<file path="config.mk">
export PLATFORM = sky130hd
export DESIGN_NAME = pll_reprog_seq
export DESIGN_NICKNAME = d
export VERILOG_FILES = /design/src/rtl/pll_reprog_pkg.sv /design/src/rtl/pll_div_check.sv /design/src/rtl/pll_lock_sync.sv /design/src/rtl/pll_seq_timer.sv /design/src/rtl/pll_reprog_seq.sv
export SDC_FILE = /design/constraint.sdc
export NUM_CORES = 1
export LEC_CHECK = 0
export BUFFER_PORTS_ARGS = -buffer_cell sky130_fd_sc_hd__buf_2
export CAP_MARGIN = 20
export CORE_MARGIN = 2
export CORE_UTILIZATION = 40
export DETAILED_ROUTE_END_ITERATION = 8
export PLACE_DENSITY = 0.68
export SLEW_MARGIN = 10
export SYNTH_ARGS = -nofsm -noshare
export SYNTH_HDL_FRONTEND = slang
export SYNTH_SLANG_ARGS = --single-unit
</file>
<file path="constraint.sdc">
create_clock -name clk -period 5 [get_ports clk]
set_clock_uncertainty 0.15 [all_clocks]
set_input_delay 1 -clock clk [delete_from_list [all_inputs] [get_ports clk]]
set_output_delay 1 -clock clk [all_outputs]
set_load 0.05 [all_outputs]
</file>
<file path="src/rtl/pll_reprog_pkg.sv">
package pll_reprog_pkg;

  typedef enum logic [2:0] {
    ST_IDLE,
    ST_HOLD,
    ST_LOAD,
    ST_SETTLE,
    ST_LOCKW
  } seq_state_t;

  localparam logic [1:0] MODE_BYPASS = 2'd0;
  localparam logic [1:0] MODE_RUN    = 2'd1;

  localparam int DIV_WORD_W = 16;
  localparam int CTL_WORD_W = 16;
  localparam int NR_LSB     = 8;
  localparam int RST_BIT    = 5;

endpackage

</file>
<file path="src/rtl/pll_div_check.sv">
module pll_div_check #(
  parameter int          NR_W    = 6,
  parameter int          NF_W    = 13,
  parameter int          NO_W    = 4,
  parameter int          BW_W    = 12,
  parameter int unsigned REF_KHZ = 24000,
  parameter int unsigned VCO_MIN = 440000,
  parameter int unsigned VCO_MAX = 2200000,
  parameter int unsigned OUT_MIN = 27500,
  parameter int unsigned OUT_MAX = 2200000
) (
  input  logic [NR_W:0]   nr,
  input  logic [NF_W:0]   nf,
  input  logic [NO_W:0]   no,
  output logic            legal,
  output logic [NR_W-1:0] nr_enc,
  output logic [NF_W-1:0] nf_enc,
  output logic [NO_W-1:0] no_enc,
  output logic [BW_W-1:0] bw_enc
);
  localparam int PW = 48;

  logic [PW-1:0] nr_w, nf_w, no_w, ref_nf;
  logic [PW-1:0] lo_vco, hi_vco, lo_out, hi_out;
  logic          range_ok, parity_ok;

  // Products replace the divisions of the frequency rules.
  always_comb begin
    nr_w      = PW'(nr);
    nf_w      = PW'(nf);
    no_w      = PW'(no);
    ref_nf    = PW'(REF_KHZ) * nf_w;
    lo_vco    = PW'(VCO_MIN) * nr_w;
    hi_vco    = PW'(VCO_MAX) * nr_w;
    lo_out    = PW'(OUT_MIN) * nr_w * no_w;
    hi_out    = PW'(OUT_MAX) * nr_w * no_w;
    range_ok  = (nr_w >= PW'(1)) && (nr_w <= (PW'(1) << NR_W)) &&
                (nf_w >= PW'(2)) && (nf_w <= (PW'(1) << NF_W)) &&
                (no_w >= PW'(1)) && (no_w <= (PW'(1) << NO_W));
    parity_ok = (no_w == PW'(1)) || !no[0];
    legal     = range_ok && parity_ok &&
                (ref_nf >= lo_vco) && (ref_nf <= hi_vco) &&
                (ref_nf >= lo_out) && (ref_nf <= hi_out);
    nr_enc    = NR_W'(nr - 1'b1);
    nf_enc    = NF_W'(nf - 1'b1);
    no_enc    = NO_W'(no - 1'b1);
    bw_enc    = BW_W'((nf >> 1) - 1'b1);
  end

endmodule

</file>
<file path="src/rtl/pll_lock_sync.sv">
module pll_lock_sync (
  input  logic clk,
  input  logic rst_n,
  input  logic lock_async,
  output logic lock_sync
);
  logic s1_q, s2_q;

  always_ff @(posedge clk or negedge rst_n) begin
    if (!rst_n) begin
      s1_q <= 1'b0;
      s2_q <= 1'b0;
    end else begin
      s1_q <= lock_async;
      s2_q <= s1_q;
    end
  end

  assign lock_sync = s2_q;

endmodule

</file>
<file path="src/rtl/pll_seq_timer.sv">
module pll_seq_timer #(
  parameter int CNT_W = 8
) (
  input  logic             clk,
  input  logic             rst_n,
  input  logic             clr,
  input  logic             en,
  input  logic [CNT_W-1:0] limit,
  output logic             hit
);
  logic [CNT_W-1:0] cnt_q, cnt_d;

  always_comb begin
    cnt_d = cnt_q;
    if (clr)     cnt_d = '0;
    else if (en) cnt_d = cnt_q + 1'b1;
  end

  always_ff @(posedge clk or negedge rst_n) begin
    if (!rst_n) cnt_q <= '0;
    else if (clr || en) cnt_q <= cnt_d;
  end

  assign hit = (cnt_q == limit - 1'b1);

  // a running window never passes its terminal count
  a_r4_cnt_in_window: assert property (@(posedge clk) disable iff (!rst_n)
    (en && !clr) |-> (cnt_q < limit));

endmodule

</file>
<file path="src/rtl/pll_reprog_seq.sv">
module pll_reprog_seq
  import pll_reprog_pkg::*;
#(
  parameter int          NR_W       = 6,
  parameter int          NF_W       = 13,
  parameter int          NO_W       = 4,
  parameter int          BW_W       = 12,
  parameter int unsigned REF_KHZ    = 24000,
  parameter int unsigned SETTLE_CYC = 240,
  parameter int unsigned LOCK_TMO   = 24000
) (
  input  logic                  clk,
  input  logic                  rst_n,
  input  logic                  req_valid,
  input  logic [NR_W:0]         req_ref_div,
  input  logic [NF_W:0]         req_fb_mul,
  input  logic [NO_W:0]         req_out_div,
  output logic                  req_busy,
  output logic                  req_ack,
  output logic                  req_err,
  output logic [DIV_WORD_W-1:0] pll_cfg_div,
  output logic [NF_W-1:0]       pll_cfg_fb,
  output logic [BW_W-1:0]       pll_cfg_bw,
  output logic [CTL_WORD_W-1:0] pll_cfg_ctl,
  output logic [1:0]            pll_mode,
  input  logic                  pll_lock
);
  localparam int unsigned WIN_MAX = (SETTLE_CYC > LOCK_TMO) ? SETTLE_CYC : LOCK_TMO;
  localparam int          CNT_W   = $clog2(WIN_MAX + 1);

  seq_state_t            state_q, state_d;
  logic [1:0]            mode_q, mode_d;
  logic                  rst_q, rst_d;
  logic                  ack_q, ack_d, err_q, err_d;
  logic [DIV_WORD_W-1:0] div_q, div_d;
  logic [NF_W-1:0]       fb_q, fb_d;
  logic [BW_W-1:0]       bw_q, bw_d;
  logic [NR_W-1:0]       nr_q;
  logic [NF_W-1:0]       nf_q;
  logic [NO_W-1:0]       no_q;
  logic [BW_W-1:0]       bwv_q;

  logic                  legal, accept, lock_s;
  logic [NR_W-1:0]       nr_enc;
  logic [NF_W-1:0]       nf_enc;
  logic [NO_W-1:0]       no_enc;
  logic [BW_W-1:0]       bw_enc;
  logic                  tmr_clr, tmr_en, tmr_hit;
  logic [CNT_W-1:0]      tmr_limit;

  pll_div_check #(
    .NR_W(NR_W), .NF_W(NF_W), .NO_W(NO_W), .BW_W(BW_W), .REF_KHZ(REF_KHZ)
  ) u_check (
    .nr(req_ref_div), .nf(req_fb_mul), .no(req_out_div), .legal(legal),
    .nr_enc(nr_enc), .nf_enc(nf_enc), .no_enc(no_enc), .bw_enc(bw_enc)
  );

  pll_lock_sync u_sync (
    .clk(clk), .rst_n(rst_n), .lock_async(pll_lock), .lock_sync(lock_s)
  );

  assign tmr_limit = (state_q == ST_SETTLE) ? CNT_W'(SETTLE_CYC) : CNT_W'(LOCK_TMO);

  pll_seq_timer #(.CNT_W(CNT_W)) u_timer (
    .clk(clk), .rst_n(rst_n), .clr(tmr_clr), .en(tmr_en),
    .limit(tmr_limit), .hit(tmr_hit)
  );

  assign accept = (state_q == ST_IDLE) && req_valid && legal;

  // Next-state logic
  always_comb begin
    state_d = state_q;
    mode_d  = mode_q;
    rst_d   = rst_q;
    div_d   = div_q;
    fb_d    = fb_q;
    bw_d    = bw_q;
    ack_d   = 1'b0;
    err_d   = 1'b0;
    tmr_clr = 1'b0;
    tmr_en  = 1'b0;
    unique case (state_q)
      ST_IDLE: begin
        if (req_valid) begin
          if (legal) begin
            mode_d  = MODE_BYPASS;
            state_d = ST_HOLD;
          end else begin
            ack_d = 1'b1;
            err_d = 1'b1;
          end
        end
      end
      ST_HOLD: begin
        rst_d   = 1'b1;
        state_d = ST_LOAD;
      end
      ST_LOAD: begin
        div_d                   = '0;
        div_d[NR_LSB +: NR_W]   = nr_q;
        div_d[NO_W-1:0]         = no_q;
        fb_d                    = nf_q;
        bw_d                    = bwv_q;
        tmr_clr                 = 1'b1;
        state_d                 = ST_SETTLE;
      end
      ST_SETTLE: begin
        tmr_en = 1'b1;
        if (tmr_hit) begin
          rst_d   = 1'b0;
          tmr_clr = 1'b1;
          state_d = ST_LOCKW;
        end
      end
      ST_LOCKW: begin
        tmr_en = 1'b1;
        if (lock_s) begin
          mode_d  = MODE_RUN;
          ack_d   = 1'b1;
          state_d = ST_IDLE;
        end else if (tmr_hit) begin
          ack_d   = 1'b1;
          err_d   = 1'b1;
          state_d = ST_IDLE;
        end
      end
      default: state_d = ST_IDLE;
    endcase
  end

  // Registers
  always_ff @(posedge clk or negedge rst_n) begin
    if (!rst_n) begin
      state_q <= ST_IDLE;
      mode_q  <= MODE_BYPASS;
      rst_q   <= 1'b0;
      ack_q   <= 1'b0;
      err_q   <= 1'b0;
      div_q   <= '0;
      fb_q    <= '0;
      bw_q    <= '0;
      nr_q    <= '0;
      nf_q    <= '0;
      no_q    <= '0;
      bwv_q   <= '0;
    end else begin
      state_q <= state_d;
      mode_q  <= mode_d;
      rst_q   <= rst_d;
      ack_q   <= ack_d;
      err_q   <= err_d;
      if (state_q == ST_LOAD) begin
        div_q <= div_d;
        fb_q  <= fb_d;
        bw_q  <= bw_d;
      end
      if (accept) begin
        nr_q  <= nr_enc;
        nf_q  <= nf_enc;
        no_q  <= no_enc;
        bwv_q <= bw_enc;
      end
    end
  end

  assign req_busy    = (state_q != ST_IDLE);
  assign req_ack     = ack_q;
  assign req_err     = err_q;
  assign pll_cfg_div = div_q;
  assign pll_cfg_fb  = fb_q;
  assign pll_cfg_bw  = bw_q;
  assign pll_cfg_ctl = CTL_WORD_W'(rst_q) << RST_BIT;
  assign pll_mode    = mode_q;

  a_r2_reset_only_bypassed: assert property (@(posedge clk) disable iff (!rst_n)
    pll_cfg_ctl[RST_BIT] |-> (pll_mode == MODE_BYPASS));

  a_r2_fields_under_reset: assert property (@(posedge clk) disable iff (!rst_n)
    !$stable({pll_cfg_div, pll_cfg_fb, pll_cfg_bw}) |-> pll_cfg_ctl[RST_BIT]);

  a_r5_run_after_lock: assert property (@(posedge clk) disable iff (!rst_n)
    $rose(pll_mode == MODE_RUN) |-> $past(lock_s));

  a_r5_good_ack_running: assert property (@(posedge clk) disable iff (!rst_n)
    (req_ack && !req_err) |-> (pll_mode == MODE_RUN));

  a_r7_reject_keeps_mode: assert property (@(posedge clk) disable iff (!rst_n)
    (req_ack && req_err && $past(state_q == ST_IDLE)) |-> $stable(pll_mode));

  a_r9_idle_at_ack: assert property (@(posedge clk) disable iff (!rst_n)
    req_ack |-> !req_busy);

  a_r10_ack_single: assert property (@(posedge clk) disable iff (!rst_n)
    req_ack |=> !req_ack);

  a_r10_err_with_ack: assert property (@(posedge clk) disable iff (!rst_n)
    req_err |-> req_ack);

endmodule

</file>
==> run metrics <==
Starting Density between 40 and 50%; HPWL after DPL 45.6 mm; Setup TNS -186.05 ns; WL final 52.5 mm; RSZ-0062 raised after global routing yes; worst reg-to-reg path cell count 9; largest net degree at the start of global routing 72; Layout fillers between 4000 and 5000; Layout Cells excl Fill 3266; Final Max Tran Viols 0; ys flop type dfrtp_1; failing checks setup timing; Critical Path Max Stage Delay around 0.6 ns; Core Region between 40000 and 50000 µm²; Placer Congestion a little over 0.9; WHS Path Cells 0; synthesized area per cell roughly 9.1 µm²; Die Width between 200 and 250 µm; CP max FO 9; port bufs 69; Max transition margin between 30% and 40%; Root Buffer Master clkbuf_16; gr ovfl total 0; worst slew pin tran ~0.96 ns; critical path required time roughly 5.1 ns; Antenna Violating Nets Remaining 0; HP Class reg2reg; CTS clk-pin slew, worst paths 0.06 ns; Synth-to-Final Area Change 28.3%; share of flip-flops with an asynchronous set or reset 100%; Chip Height between 200 and 250 µm; critical path class in2reg; startpoint types primary input; clk buf depth 2; vias in the first global route approximately 18000; nets@finish 3217; register area share after synthesis 12.2%; wire length per cell 16.1 µm; synth unique cells 80; crit path DAT between 9 and 10 ns; num rows 80; layout cell share with drive strength beyond 1 about 28%; Register Area roughly 2400 µm²; placed cells around 3200; n_diodes 0; initial antenna violation count 0; Iter 0 DRT Violations between 600 and 700; multi-input logic area around 16000 µm²; fin worst setup slack -4.83 ns; Max Fclk roughly 0.10 GHz; vias post-DR roughly 17000; Fin. Hold Viols 0; status finished with violations; Yosys warnings 0; hold buffers post-CTS 0; Mapped Cells 2110; setup violators final 39; Num Clock Sinks 94; DRT Pass-1 Iters 5; Critical Path End Type flop; IO Pins about 90; Residual DRC 0; H-tree depth 3; total CTS buffers 9; Total GRT Usage a little over a fifth; Post-synth EDFFs 0; die area roughly 50000 µm²; Clock Latency Late Sink around 0.33 ns; final period utilization 197%; Slowest cell on crit path fa_1; first-pass GRT wire length between 80 and 90 mm; fin crit period roughly 10 ns; max cap viols 0; Yosys reg bits 94; Final Util about half; synthesized area 19200 µm²; vias per inst around 5.1; CTS tree done
-- cells in the mapped netlist (10+ instances only) --
cell	number	share of area [%]
a21oi_1	105	2.7
nor3_1	27	0.70
inv_1	322	6.3
ha_1	339	22
nor2b_1	29	0.94
nand2_1	124	2.4
and3_1	17	0.55
xnor2_1	82	3.7
nand4_1	25	0.81
o21ai_0	53	1.4
fa_1	202	21
a21o_1	41	1.6
and2_1	88	2.9
or2_2	13	0.42
o21ai_1	10	0.26
mux2_2	35	2.0
buf_4	23	0.90
nand2b_1	31	1.0
dfrtp_1	94	12
o21bai_1	11	0.43
a31oi_1	16	0.52
a211oi_1	12	0.47
mux2_4	26	2.0
o21a_1	19	0.74
nand3_1	33	0.86
clkbuf_1	28	0.55
nor2_1	139	2.7
xor2_1	46	2.1
-- state kept, by name, indices dropped and copies added, names as in the netlist, 3 cells and up --
register / count
pll_cfg_div: 10
nf_q: 13
u_timer.cnt_q: 15
nr_q: 6
pll_cfg_bw: 12
bwv_q: 12
pll_cfg_fb: 13
no_q: 4
state_q: 3
-- path summary, 6_finish.rpt --
check	from	endpoint	slack [ns]
setup / recovery	req_ref_div[5]	nf_q[11]$_DFFE_PN0P_	-4.83
min in group asynchronous	rst_n	nf_q[8]$_DFFE_PN0P_	0.63
max in group asynchronous	rst_n	pll_cfg_div[11]$_DFFE_PN0P_	3.21
hold / removal	u_sync.s1_q$_DFF_PN0_	u_sync.lock_sync$_DFF_PN0_	0.21
setup reg to reg	state_q[0]$_DFFE_PN0P_	u_timer.cnt_q[13]$_DFFE_PN0P_	2.55
hold reg to reg	u_sync.s1_q$_DFF_PN0_	u_sync.lock_sync$_DFF_PN0_	0.21
-- worst max-delay path, delay by kind of cell --
family                     cells  cell delay [ns]
and+or+nand+nor                5             0.76
muxes                          1             0.31
buffers and inverters          5             0.48
AOI/OAI and AO/OA             18             3.08
adders and majority gates     10             3.59
xor gates and xnor gates       4             0.65
-- cells in the final DEF (no fill, tap or decap), types with 43 or more instances in the layout --
cell / n
buf_2: 65
and2_1: 86
xor2_1: 43
a21oi_1: 93
nor2_1: 133
inv_1: 316
nand2_1: 123
o21ai_0: 46
buf_4: 488
fa_1: 202
xnor2_1: 80
ha_1: 319
dfrtp_1: 94
-- per-stage QoR --
stage               instance area [µm²]  hold slack, ns  setup slack (ns)
finish                            24700           0.211             -4.83
floorplan                         19500           0.181             -4.46
global placement                  24000           0.194             -5.16
global route                      24700           0.232             -5.16
CTS                               24500           0.213             -4.85
detailed placement                24000           0.188             -5.34
-- timing repair --
action / CTS / global route
pin swaps: 18 / 38
setup buffers: 10 / 3
gates cloned: 2 / 0
endpoints found under the hold margin: 0 / 0
setup endpoints to repair: 39 / 39
gates resized for setup: 31 / 46
-- routing by layer --
metal	GRT usage, %	vias up	wire [µm]
met4	5.03	0	1070
met1	28.1	8070	23800
met3	1.79	60	1860
li1	-	8076	-
met5	0	-	0
met2	38.0	310	25800
-- kinds of logic after synthesis --
kind of cell | Yosys count | share of synthesized area, %
compound gates | 337 | 11.5
xor+xnor | 128 | 5.82
fa+ha+maj | 541 | 43.0
buf+inv | 381 | 8.20
flops | 94 | 12.2
mux | 73 | 4.74
other cells | 1 | 0.0195
simple gates | 555 | 14.5
-- final cells by class --
| cell class | instances | area share [%] |
|---|---|---|
| clock inverter | 6 | 0.182 |
| timing repair buffer | 563 | 16.8 |
| tap | 615 | 3.12 |
| sequential | 94 | 9.53 |
| inverter | 322 | 4.91 |
| multi-input combinational | 1656 | 64.5 |
| clock buffer | 10 | 0.968 |
Power is left out: the tool's default activity adds up to more than one toggle a clock period on the data nets, which glitch-free logic cannot reach.
